### src/rtl/pig_pkg.sv
package pig_pkg;

   // Largest channel count the block supports.
   localparam int unsigned PIG_MAX_CH = 3;

   // Per-channel status handed from a channel to the merging stage.
   typedef struct packed {
      logic start;   // pulse starts at this edge
      logic level;   // current pulse level
   } pig_ch_status_t;

endpackage

### src/rtl/pig_countdown.sv
module pig_countdown #(
   parameter int unsigned CNT_W    = 32,
   parameter int unsigned PERIOD_W = 8
) (
   input  logic                clk,
   input  logic                rst_n,
   input  logic                enable,
   input  logic                tick,
   input  logic [PERIOD_W-1:0] period,
   input  logic [CNT_W-1:0]    interval,
   output logic                expire
);

   localparam int unsigned PAD_W = CNT_W - PERIOD_W;

   logic [CNT_W-1:0] remain_q;
   logic [CNT_W-1:0] step;
   logic             at_zero;

   assign step    = {{PAD_W{1'b0}}, period};
   assign at_zero = (remain_q == '0);
   assign expire  = enable & tick & at_zero;

   // Remaining time saturates at zero; the tick after reaching zero ends the interval.
   always_ff @(posedge clk or negedge rst_n) begin
      if (!rst_n) begin
         remain_q <= '0;
      end else if (!enable) begin
         remain_q <= interval;
      end else if (tick) begin
         if (at_zero) begin
            remain_q <= interval;
         end else if (remain_q <= step) begin
            remain_q <= '0;
         end else begin
            remain_q <= remain_q - step;
         end
      end
   end

endmodule

### src/rtl/pig_stretch.sv
module pig_stretch #(
   parameter int unsigned PRSC_W = 16
) (
   input  logic              clk,
   input  logic              rst_n,
   input  logic              enable,
   input  logic              tick,
   input  logic              start,
   input  logic [PRSC_W-1:0] prescale,
   output logic              level
);

   logic [PRSC_W-1:0] left_q;
   logic [PRSC_W-1:0] load_val;
   logic              level_q;

   // A prescale of zero is treated as a width of one tick.
   assign load_val = (prescale == '0) ? '0 : prescale - PRSC_W'(1);
   assign level    = level_q;

   always_ff @(posedge clk or negedge rst_n) begin
      if (!rst_n) begin
         level_q <= 1'b0;
         left_q  <= '0;
      end else if (!enable) begin
         level_q <= 1'b0;
         left_q  <= '0;
      end else if (start) begin
         level_q <= 1'b1;
         left_q  <= load_val;
      end else if (tick && level_q) begin
         if (left_q == '0) begin
            level_q <= 1'b0;
         end else begin
            left_q <= left_q - PRSC_W'(1);
         end
      end
   end

endmodule

### src/rtl/pig_channel.sv
module pig_channel
   import pig_pkg::*;
#(
   parameter int unsigned CNT_W    = 32,
   parameter int unsigned PERIOD_W = 8,
   parameter int unsigned PRSC_W   = 16
) (
   input  logic                clk,
   input  logic                rst_n,
   input  logic                enable,
   input  logic                tick,
   input  logic [PERIOD_W-1:0] period,
   input  logic [PRSC_W-1:0]   prescale,
   input  logic [CNT_W-1:0]    interval,
   output pig_ch_status_t      status
);

   logic expire;
   logic level;

   pig_countdown #(
      .CNT_W    (CNT_W),
      .PERIOD_W (PERIOD_W)
   ) u_countdown (
      .clk      (clk),
      .rst_n    (rst_n),
      .enable   (enable),
      .tick     (tick),
      .period   (period),
      .interval (interval),
      .expire   (expire)
   );

   pig_stretch #(
      .PRSC_W (PRSC_W)
   ) u_stretch (
      .clk      (clk),
      .rst_n    (rst_n),
      .enable   (enable),
      .tick     (tick),
      .start    (expire),
      .prescale (prescale),
      .level    (level)
   );

   assign status.start = expire;
   assign status.level = level;

endmodule

### src/rtl/pulse_interval_gen.sv
module pulse_interval_gen
   import pig_pkg::*;
#(
   parameter int unsigned NUM_CH   = 3,
   parameter int unsigned CNT_W    = 32,
   parameter int unsigned PERIOD_W = 8,
   parameter int unsigned PRSC_W   = 16
) (
   input  logic                      clk,
   input  logic                      rst_n,
   input  logic                      tick_en,
   input  logic [PERIOD_W-1:0]       tick_period,
   input  logic [PRSC_W-1:0]         prescale,
   input  logic [NUM_CH-1:0]         ch_enable,
   input  logic [NUM_CH*CNT_W-1:0]   ch_interval,
   output logic [NUM_CH-1:0]         pulse_out,
   output logic                      event_flag
);

   localparam int unsigned BUS_W = NUM_CH * CNT_W;

   // Elaboration-time parameter checks.
   if (NUM_CH < 1 || NUM_CH > PIG_MAX_CH) begin : g_bad_num_ch
      $error("pulse_interval_gen: NUM_CH must lie in 1..%0d", PIG_MAX_CH);
   end
   if (CNT_W <= PERIOD_W) begin : g_bad_cnt_w
      $error("pulse_interval_gen: CNT_W must exceed PERIOD_W");
   end
   if (PRSC_W < 1 || PERIOD_W < 1) begin : g_bad_small_w
      $error("pulse_interval_gen: PRSC_W and PERIOD_W must be at least 1");
   end
   if (BUS_W != NUM_CH * CNT_W) begin : g_bad_bus_w
      $error("pulse_interval_gen: interval bus width mismatch");
   end

   pig_ch_status_t       ch_status [NUM_CH];
   logic [NUM_CH-1:0]    start_vec;
   logic                 event_q;

   for (genvar g = 0; g < NUM_CH; g++) begin : g_ch
      pig_channel #(
         .CNT_W    (CNT_W),
         .PERIOD_W (PERIOD_W),
         .PRSC_W   (PRSC_W)
      ) u_channel (
         .clk      (clk),
         .rst_n    (rst_n),
         .enable   (ch_enable[g]),
         .tick     (tick_en),
         .period   (tick_period),
         .prescale (prescale),
         .interval (ch_interval[g*CNT_W +: CNT_W]),
         .status   (ch_status[g])
      );
      assign start_vec[g] = ch_status[g].start;
      assign pulse_out[g] = ch_status[g].level;
   end

   always_ff @(posedge clk or negedge rst_n) begin
      if (!rst_n) begin
         event_q <= 1'b0;
      end else begin
         event_q <= |start_vec;
      end
   end

   assign event_flag = event_q;

endmodule

### config.mk
export PLATFORM = sky130hd
export DESIGN_NAME = pulse_interval_gen
export DESIGN_NICKNAME = d
export VERILOG_FILES = /design/src/rtl/pig_pkg.sv /design/src/rtl/pig_countdown.sv /design/src/rtl/pig_stretch.sv /design/src/rtl/pig_channel.sv /design/src/rtl/pulse_interval_gen.sv
export SDC_FILE = /design/constraint.sdc
export NUM_CORES = 1
export LEC_CHECK = 0
export BUFFER_PORTS_ARGS = -buffer_cell sky130_fd_sc_hd__buf_2
export CAP_MARGIN = 25
export CORE_UTILIZATION = 43
export CTS_CLUSTER_DIAMETER = 50
export DETAILED_ROUTE_END_ITERATION = 7
export HOLD_SLACK_MARGIN = 0.1
export SLEW_MARGIN = 15
export SYNTH_ARGS = -nofsm -noshare
export SYNTH_HDL_FRONTEND = slang
export SYNTH_SLANG_ARGS = --single-unit
### constraint.sdc
create_clock -name clk -period 3.52 [get_ports clk]
set_input_delay 0.528 -clock clk [delete_from_list [all_inputs] [get_ports clk]]
set_output_delay 0.528 -clock clk [all_outputs]
set_load 0.1 [all_outputs]
==> results of run 1 <==
-- cell usage in the layout, fill, tap and decap left out, types with 26 or more instances in the layout --
| cell | instances |
|---|---|
| o21ai_0 | 31 |
| o21ai_1 | 38 |
| ha_1 | 29 |
| nor4_1 | 29 |
| nor3_1 | 51 |
| dfrtp_1 | 148 |
| nand3_1 | 44 |
| inv_1 | 44 |
| a21oi_1 | 89 |
| nand2_1 | 126 |
| buf_2 | 128 |
| xnor2_1 | 26 |
| buf_4 | 37 |
| nor2_1 | 129 |
-- logic make-up after synthesis --
group,share of synthesized area [%]
simple gates,25.0
compound gates,27.4
flops,35.7
buf+inv,4.10
xor+xnor,3.37
fa+ha+maj,4.07
mux,0.386
-- what timing repair did --
item                                   CTS  global route
setup endpoints to repair                0             0
hold buffers                             1             0
endpoints found under the hold margin   54             0
-- power groups by stage --
stage | Sequential [W] | Combinational, W | Clock, W
after global routing | 0.00228 | 0.00214 | 0.00194
after detailed placement | 0.00226 | 0.00190 | 0
after global placement | 0.00226 | 0.00188 | 0
final | 0.00224 | 0.00191 | 0.00185
after CTS | 0.00223 | 0.00191 | 0.00187
after floorplan | 0.00217 | 0.00139 | 0
-- path summary, 6_finish.rpt --
path	startpoint	to	depth (start not counted)
min in group asynchronous	rst_n	g_ch[0].u_channel.u_countdown.remain_q[17]$_DFFE_PN0P_	2
max in group asynchronous	rst_n	g_ch[1].u_channel.u_stretch.left_q[10]$_DFFE_PN0P_	3
worst min-delay path	ch_interval[21]	g_ch[0].u_channel.u_countdown.remain_q[21]$_DFFE_PN0P_	3
worst min register to register	g_ch[2].u_channel.u_stretch.left_q[14]$_DFFE_PN0P_	g_ch[2].u_channel.u_stretch.left_q[14]$_DFFE_PN0P_	2
worst max register to register	g_ch[2].u_channel.u_countdown.remain_q[19]$_DFFE_PN0P_	g_ch[2].u_channel.u_countdown.remain_q[20]$_DFFE_PN0P_	9
worst max-delay path	g_ch[2].u_channel.u_countdown.remain_q[19]$_DFFE_PN0P_	g_ch[2].u_channel.u_countdown.remain_q[20]$_DFFE_PN0P_	9
-- sequential cells by signal (all words and copies together), names as in the netlist --
name / count
event_flag: 1
g_ch.u_channel.u_countdown.remain_q: 96
g_ch.u_channel.u_stretch.left_q: 48
g_ch.u_channel.u_stretch.level: 3
-- cell usage after synthesis (7+ instances only) --
cell type | n | area, um2
a22oi_1 | 19 | 143
o311ai_1 | 15 | 131
o21ai_1 | 38 | 190
a211oi_1 | 14 | 105
a221oi_1 | 9 | 78.8
nor2b_1 | 10 | 62.6
nand4_1 | 10 | 62.6
nor4_1 | 30 | 188
xor2_1 | 14 | 123
buf_2 | 13 | 65.1
a21oi_1 | 89 | 445
o311ai_0 | 12 | 105
inv_1 | 44 | 165
a32oi_1 | 10 | 87.6
dfrtp_1 | 148 | 3700
nand2b_1 | 8 | 50.1
nor2_1 | 130 | 488
or3_1 | 25 | 156
o21ai_0 | 31 | 155
nand2_1 | 126 | 473
o22a_1 | 11 | 96.3
a21o_1 | 19 | 143
a221o_1 | 11 | 110
nand3_1 | 44 | 220
nor3_1 | 51 | 255
o211ai_1 | 25 | 188
or2_2 | 10 | 62.6
a31oi_1 | 18 | 113
o41ai_1 | 8 | 70.1
xnor2_1 | 26 | 228
clkbuf_1 | 29 | 109
or4_1 | 19 | 143
and3_1 | 7 | 43.8
o21a_1 | 15 | 113
ha_1 | 29 | 363
-- cell type report --
cell class / count / share of cell area, %
repair buffers: 169 / 8.10
multi-input cells: 989 / 51.8
flip-flops and latches: 148 / 30.6
clock buffers: 18 / 3.55
clock inverters: 14 / 1.27
well taps: 319 / 3.30
inverters: 46 / 1.43
-- through the flow --
| step | cells | setup WS, ns | total power [W] |
|---|---|---|---|
| final | 1703 | 0.489 | 0.00600 |
| after global routing | 1703 | 0.285 | 0.00636 |
| after CTS | 1703 | 0.527 | 0.00601 |
| after detailed placement | 1670 | 0.304 | 0.00415 |
| after global placement | 1670 | 0.343 | 0.00414 |
| after floorplan | 1235 | 0.749 | 0.00356 |
-- worst reg2reg max path: cells and delay by family, from the launching register on --
family / cells / cell delay, ns
compound gates: 3 / 0.34
buf+inv: 2 / 0.48
flops: 1 / 0.45
simple gates: 4 / 1.68
-- layer usage --
layer	vias to the layer above	GRT usage (%)	wire [um]
met2	341	42.0	14700
met5	-	0	0
met4	0	8.32	660
met1	4923	37.1	14700
met3	45	3.77	1900
li1	4974	-	-
==> flow_metrics.py, run 1 <==
metrics = {
    "outcome": {
        "status": "completed",
    },
    "floorplan": {
        "num_rows": 56,
        "io_pins": 130,
        "initial_core_util_pct": 44.1,
        "die_area_um2": 24800,
        "design.core.area_um2": 23500,
        "die_w_um": 157,
        "die_y_um": 157,
    },
    "worst_setup_path": {
        "max_stage_delay_ns": 0.55,
        "crit_type": "reg2reg",
        "worst_path_dominant_cell_family": "simple AND/OR/NAND/NOR gates",
        "worst-path-buf-inv": 2,
        "worst_path_most_repeated_cell": "buf_4",
        "path_max_fanout": 17,
        "r2r_setup_slack_ns": 0.49,
        "arrival_ns": 3.38,
        "worstPathRequired_ns": 3.87,
        "crit_path_start_kind": "flop",
        "path_cells": "nor4_1, nand4_1, or4_1, buf_4, nand2_1, buf_4, a21oi_1, o31a_1, a41oi_1",
        "cp_slowest_cell": "or4_1",
        "critPathCaptureType": "flop",
    },
    "detailed_routing": {
        "drtIter0Drc": 732,
        "drtAntennaViolNets": 0,
        "drt_wl_total_um": 32000,
        "vias_per_cell": 6.04,
        "num_vias": 10300,
        "drc": 0,
        "wl_per_cell_um": 18.8,
        "first_pass_iters": 5,
    },
    "sta": {
        "hold_violations": 0,
        "slew_headroom_pct": 39.2,
        "hold_ws_ns": 0.303,
        "fmax_mhz": 330,
        "setup_viol": 0,
        "final.setup.tns_ns": 0,
        "period_minus_slack_ns": 3.03,
        "slew_violations": 0,
        "fin_crit_sh_pct": 86.1,
        "fin_skew_ns": 0.0157,
        "rsz0062_at_grt": "false",
        "worst_pin_slew_ns": 0.903,
    },
    "pwr": {
        "p_leak_nw": 5.17,
        "peakVddDrop_mv": 0.284,
        "seqPwrFrac_pct": 37.3,
        "power.density_nw_per_um2": 496,
        "p_switching_w": 0.00219,
        "pwr-share-comb_pct": 31.9,
        "p_clk_share_pct": 30.8,
        "p_int_w": 0.00381,
        "p_sw_share_pct": 36.5,
    },
    "placed_design": {
        "hpwl_um": 23500,
        "port_buffers": 129,
        "placed_area_um2": 11500,
        "place.gp.congestion": 0.884,
    },
    "yosys": {
        "synth.avg_cell_area_um2": 8.41,
        "synth_area_um2": 10400,
        "synth_seq_cells": 148,
        "yosysUniqueCellTypes": 90,
        "syn_inst": 1235,
        "synth_edf_count": 0,
        "synth-main-ff-cell": "dfrtp_1",
        "syn_nets": 1393,
        "ys_seq_area_share_pct": 35.7,
        "ys_warn_count": 0,
        "async_flop_share_pct": 100,
    },
    "global_route": {
        "antenna_found_initial": 0,
        "track_usage_pct": 26.5,
        "grt_max_degree": 67,
        "first_global_vias": 9779,
        "grt.overflow.total": 0,
        "grt_pass1_wl_um": 51500,
    },
    "worst_hold_path": {
        "hold_path_class": "in2reg",
    },
    "clock_network": {
        "root_buffer": "clkbuf_16",
        "cts_tree": "yes",
        "postCtsSetupBuffers": 0,
        "htreeDepth": 4,
        "numCtsBuffers": 17,
        "clock_latency_ns": 0.44,
        "numClockSinks": 148,
        "cts_max_path_buffers": 2,
        "clk_pin_slew_ns": 0.07,
        "post_cts_resized": 0,
    },
    "final_layout": {
        "drive_gt1_share_pct": 17.1,
        "area_growth_pct": 16.5,
        "post-route-util_pct": 51.4,
        "multiInputGateArea_um2": 6260,
        "fill_cells": 2354,
        "final_area_um2": 12100,
        "regArea_um2": 3700,
        "nets": 1529,
        "diodes": 0,
    },
    "flow_run": {
        "maxCapViolations": 0,
    },
}
Note: power is estimated with default switching activity, not from simulation.
==> run 2, diff against run 1 <==
PLACE_DENSITY = 0.71   (was not set)
==> run 2 against run 1 <==
Cell count down 0.47%. Register-to-register slack about the same. Die area unchanged. Combinational power about the same. Clock-buffer cell count up 2. Sequential cell count unchanged.
==> flow_metrics.py, run 2 (synthesis gave the netlist of run 1 again) <==
metrics = {
    "outcome": {
        "status": "completed",
    },
    "final_layout": {
        "largest_reg_flops": 96,
        "layout_common_cells": "dfrtp_1, nor2_1, buf_2",
        "final_area_um2": 12100,
        "diodes": 0,
        "regMostFlops": "g_ch.u_channel.u_countdown.remain_q",
        "layout_commonest_cell": "dfrtp_1",
        "nets": 1522,
        "drive_gt1_share_pct": 16.6,
        "area_growth_pct": 16.1,
    },
    "clock_network": {
        "postCtsHoldBufs": 0,
        "root_buffer": "clkbuf_16",
        "htreeDepth": 4,
        "numCtsBuffers": 17,
        "cts_max_path_buffers": 2,
        "post_cts_resized": 0,
        "clock_latency_ns": 0.43,
        "cts_tree": "yes",
        "clk_pin_slew_ns": 0.07,
        "postCtsSetupBuffers": 0,
        "numClockSinks": 148,
    },
    "sta": {
        "slew_headroom_pct": 36.1,
        "finalWorstSetupSlack_ns": 0.500,
        "fin_crit_sh_pct": 85.8,
        "fmax_mhz": 331,
        "hold_violations": 0,
        "final.setup.tns_ns": 0,
        "worst_pin_slew_ns": 0.948,
        "rsz0062_at_grt": "false",
        "fin_skew_ns": 0.0119,
        "slew_violations": 0,
        "period_minus_slack_ns": 3.02,
        "setup_viol": 0,
        "hold_ws_ns": 0.0911,
    },
    "floorplan": {
        "initial_core_util_pct": 44.1,
        "die_y_um": 157,
        "num_rows": 56,
        "die_w_um": 157,
        "die_area_um2": 24800,
        "io_pins": 130,
        "design.core.area_um2": 23500,
    },
    "placed_design": {
        "place.gp.congestion": 1.01,
        "hpwl_um": 23200,
        "dp_slack_ns": 0.311,
        "port_buffers": 129,
        "placed_area_um2": 11500,
    },
    "detailed_routing": {
        "drtAntennaViolNets": 0,
        "first_pass_iters": 7,
        "vias_per_cell": 6.22,
        "drtIter0Drc": 884,
        "wl_met3_um": 2260,
        "dr_wl_met2_um": 14600,
        "drc": 0,
        "num_vias": 10500,
        "wl_per_cell_um": 18.6,
        "drt_wl_total_um": 31500,
        "wl_met1_um": 13800,
        "highest_layer": "met4",
    },
    "worst_setup_path": {
        "r2r_setup_slack_ns": 0.50,
        "endpoint": "g_ch[0].u_channel.u_stretch.left_q[2]$_DFFE_PN0P_",
        "crit_type": "reg2reg",
        "r2r-start": "g_ch[0].u_channel.u_stretch.left_q[0]$_DFFE_PN0P_",
        "reg2reg_depth": 8,
        "worstPathRequired_ns": 3.83,
        "arrival_ns": 3.33,
        "worstSetupStartpoint": "g_ch[0].u_channel.u_stretch.left_q[0]$_DFFE_PN0P_",
        "critPathCaptureType": "flop",
        "path_max_fanout": 7,
        "crit_path_start_kind": "flop",
        "r2r-end": "g_ch[0].u_channel.u_stretch.left_q[2]$_DFFE_PN0P_",
    },
    "pwr": {
        "p_leak_nw": 5.13,
        "finalPower_w": 0.00602,
        "power.density_nw_per_um2": 500,
        "peakVddDrop_mv": 0.323,
    },
    "global_route": {
        "grt_max_degree": 68,
        "grt_pass1_wl_um": 51300,
        "first_global_vias": 9917,
        "grt.overflow.total": 0,
        "antenna_found_initial": 0,
        "track_usage_pct": 26.4,
    },
    "flow_run": {
        "maxCapViolations": 0,
    },
    "worst_hold_path": {
        "hold_path_class": "in2async",
    },
}
run 2: cell count changes in the layout (fill, tap and decap cells not counted):
cell           before  now
clkinv_4            5    3
dlygate4sd3_1       1    0
buf_4              37   31
bufinv_16           2    3
clkbuf_1            1    3
clkinv_2            2    0
inv_6               2    1
clkinvlp_4          3    4
run 2: through the flow:
step / utilization [%] / instances
after detailed placement: 48.7 / 1664
after global routing: 51.2 / 1695
after CTS: 51.2 / 1695
after floorplan: - / 1235
final: 51.2 / 1695
after global placement: 48.7 / 1664
run 2: final cells by class:
class / count / area, um2
clock inverters: 11 / 155
multi-input cells: 989 / 6260
repair buffers: 162 / 925
clock buffers: 20 / 437
well taps: 319 / 399
fillers: 2297 / 11500
flip-flops and latches: 148 / 3700
inverters: 46 / 173
run 2: routing by layer:
metal / global-route usage [%] / vias up
met1: 36.1 / 5053
li1: - / 4971
met3: 4.24 / 64
met2: 41.9 / 460
met4: 9.99 / 0
met5: 0 / -
run 2: how the worst min path moves through the flow:
stage / startpoint / end / slack (ns) / cells after the start
floorplan: rst_n / event_flag$_DFF_PN0_ / 0.23 / 0
global placement: g_ch[2].u_channel.u_stretch.left_q[14]$_DFFE_PN0P_ / g_ch[2].u_channel.u_stretch.left_q[14]$_DFFE_PN0P_ / 0.47 / 2
detailed placement: g_ch[2].u_channel.u_stretch.left_q[14]$_DFFE_PN0P_ / g_ch[2].u_channel.u_stretch.left_q[14]$_DFFE_PN0P_ / 0.48 / 2
CTS: rst_n / g_ch[0].u_channel.u_countdown.remain_q[16]$_DFFE_PN0P_ / 0.13 / 1
global route: rst_n / g_ch[0].u_channel.u_countdown.remain_q[16]$_DFFE_PN0P_ / 0.16 / 1
finish: rst_n / g_ch[0].u_channel.u_countdown.remain_q[16]$_DFFE_PN0P_ / 0.09 / 1
run 2: power by group:
group          total, W  leakage [nW]  internal, W  switching, W
clock network   0.00188         0.273      0.00112      0.000758
logic           0.00191          3.00     0.000786       0.00112
registers       0.00224          1.86      0.00196      0.000282
total           0.00602          5.13      0.00386       0.00216
run 2: worst max-delay path, stage by stage, from the launching register on:
cell      delay [ns]
dfrtp_1         0.38
inv_1           0.12
ha_1            0.23
nor3b_1         0.43
nand4b_1        0.35
o311ai_2        0.58
nand3_1         0.42
o21a_1          0.23
o22a_1          0.18
==> run 3, diff against run 2 <==
==> constraint.sdc (replaced) <==
create_clock -name clk -period 2.9 [get_ports clk]
set_input_delay 0.87 -clock clk [delete_from_list [all_inputs] [get_ports clk]]
set_output_delay 0.87 -clock clk [all_outputs]
set_load 0.1 [all_outputs]
==> run 3 against run 2 <==
Die area stayed put. Register-to-register slack worse by 0.27 ns. Sequential power is 21% higher. Sequential cell count stayed put. Combinational power is 52% higher. Largest cell class unchanged. Worst setup slack worse by 0.38 ns. Sequential share of layout area is 3.3 points lower. Total power is 32% higher. Largest power group is now combinational logic. Critical path depth is 2 higher. Utilization is 6.1 points higher. Wire length is 4.8% higher.
==> flow_metrics.py, run 3 (synthesis gave the netlist of run 1 again) <==
metrics = {
    "outcome": {
        "status": "completed",
    },
    "global_route": {
        "grt_max_degree": 63,
        "grt.overflow.total": 0,
        "antenna_found_initial": 0,
        "met3_usage_pct": 4.85,
        "track_usage_pct": 27.4,
        "first_global_vias": 10900,
        "grt_pass1_wl_um": 53600,
        "grt_busiest_layer": "met2",
        "grtUsageMet2_pct": 44.8,
        "grt_use_met1_pct": 36.0,
    },
    "floorplan": {
        "initial_core_util_pct": 44.1,
        "num_rows": 56,
        "die_y_um": 157,
        "io_pins": 130,
        "die_area_um2": 24800,
        "die_w_um": 157,
        "design.core.area_um2": 23500,
    },
    "detailed_routing": {
        "vias_per_cell": 5.94,
        "first_pass_iters": 5,
        "drt_wl_total_um": 33000,
        "num_vias": 11100,
        "drtIter0Drc": 798,
        "wl_per_cell_um": 17.7,
        "drtAntennaViolNets": 0,
        "drc": 0,
    },
    "clock_network": {
        "cts_tree": "yes",
        "numClockSinks": 148,
        "htreeDepth": 4,
        "postCtsSetupBuffers": 0,
        "cts_max_path_buffers": 2,
        "clk_pin_slew_ns": 0.07,
        "postCtsHoldBufs": 0,
        "numCtsBuffers": 17,
        "clock_latency_ns": 0.43,
        "root_buffer": "clkbuf_16",
        "post_cts_resized": 0,
    },
    "placed_design": {
        "dp_slack_ns": -0.324,
        "dp.cells": 1834,
        "port_buffers": 129,
        "place.gp.congestion": 0.928,
        "hpwl_um": 24500,
    },
    "sta": {
        "fin_crit_sh_pct": 95.9,
        "slew_violations": 0,
        "finalWorstSetupSlack_ns": 0.118,
        "fmax_mhz": 359,
        "rsz0062_at_grt": "false",
        "slew_headroom_pct": 56.3,
        "setup_viol": 0,
        "period_minus_slack_ns": 2.78,
        "hold_violations": 0,
        "worst_pin_slew_ns": 0.655,
        "fin_skew_ns": 0.0119,
    },
    "pwr": {
        "p_leak_nw": 5.98,
        "power.density_nw_per_um2": 589,
        "peakVddDrop_mv": 0.345,
        "p_sw_share_pct": 35.0,
        "p_int_w": 0.00516,
        "p_clk_share_pct": 29.2,
        "p_switching_w": 0.00279,
        "seqPwrFrac_pct": 34.2,
        "pwr-share-comb_pct": 36.6,
    },
    "worst_setup_path": {
        "critPathCaptureType": "flop",
        "crit_path_start_kind": "primary input",
        "crit_type": "in2reg",
        "path_max_fanout": 5,
        "arrival_ns": 3.11,
        "reg2reg_depth": 7,
        "worstPathRequired_ns": 3.23,
    },
    "final_layout": {
        "layout_commonest_cell": "buf_4",
        "fin_cells": 1867,
        "area_growth_pct": 29.9,
        "multiInputGateArea_um2": 6420,
        "nets": 1692,
        "regMostFlops": "g_ch.u_channel.u_countdown.remain_q",
        "largest_reg_flops": 96,
        "drive_gt1_share_pct": 27.3,
        "fill_cells": 2183,
        "layout_common_cells": "buf_4, dfrtp_1, nor2_1, buf_2, nand2_1",
        "regArea_um2": 3700,
    },
    "worst_hold_path": {
        "hold_path_class": "in2async",
    },
    "flow_run": {
        "maxCapViolations": 0,
    },
}
## run 3: cell types whose count changed in the layout (fill, tap and decap cells not counted), sizes merged
cell	delta
clkinv	+2
buf	+170
clkinvlp	-1
diode	+1
## run 3: path summary, 6_finish.rpt
path | to | startpoint | slack [ns]
max in group asynchronous | g_ch[2].u_channel.u_stretch.left_q[4]$_DFFE_PN0P_ | rst_n | 1.73
max | g_ch[2].u_channel.u_countdown.remain_q[17]$_DFFE_PN0P_ | tick_period[0] | 0.12
min reg2reg | g_ch[2].u_channel.u_stretch.left_q[14]$_DFFE_PN0P_ | g_ch[2].u_channel.u_stretch.left_q[14]$_DFFE_PN0P_ | 0.47
max reg2reg | g_ch[0].u_channel.u_countdown.remain_q[22]$_DFFE_PN0P_ | g_ch[0].u_channel.u_countdown.remain_q[10]$_DFFE_PN0P_ | 0.23
min in group clk | g_ch[2].u_channel.u_stretch.left_q[14]$_DFFE_PN0P_ | g_ch[2].u_channel.u_stretch.left_q[14]$_DFFE_PN0P_ | 0.47
min | g_ch[0].u_channel.u_countdown.remain_q[15]$_DFFE_PN0P_ | rst_n | 0.45
## run 3: per-stage QoR
stage	cell area (um2)	power, W	TNS, ns	util, %	hold WS (ns)
2_1_floorplan	10500	0.00443	-0.397	-	0.441
3_3_place_gp	12800	0.00554	-11.65	54.6	0.464
3_5_place_dp	12800	0.00561	-17.47	54.6	0.464
4_1_cts	13400	0.00794	0	57.1	0.466
5_1_grt	13500	0.00841	0	57.3	0.489
6_report	13500	0.00795	0	57.3	0.449
## run 3: layer usage
layer / vias to the layer above / wire (um)
met5: - / 0
met4: 0 / 876
met3: 66 / 2240
met2: 422 / 15500
met1: 5301 / 14400
li1: 5301 / -
## run 3: worst max-delay path, cell delays in order
cell and delay [ns]:
buf_2 0.15, ha_1 0.24, fa_1 0.41, nor2b_1 0.18, o31a_1 0.21, o21ai_2 0.10, a2bb2oi_2 0.21, nor2_1 0.30
nand2_1 0.18, o311ai_1 0.26
## run 3: cell type report
cell class,instances,area share (%)
Antenna cell,1,0.0186
Clock buffer,20,3.31
Clock inverter,12,1.14
Inverter,46,1.28
Multi-Input combinational cell,989,47.6
Sequential cell,148,27.5
Tap cell,319,2.96
Timing Repair Buffer,332,16.2
## run 3: power by group through the flow
stage / combinational [W] / sequential, W / clock, W
6_report: 0.00291 / 0.00272 / 0.00232
5_1_grt: 0.00321 / 0.00277 / 0.00243
4_1_cts: 0.00289 / 0.00271 / 0.00234
3_5_place_dp: 0.00287 / 0.00274 / 0
3_3_place_gp: 0.00281 / 0.00273 / 0
2_1_floorplan: 0.00178 / 0.00265 / 0
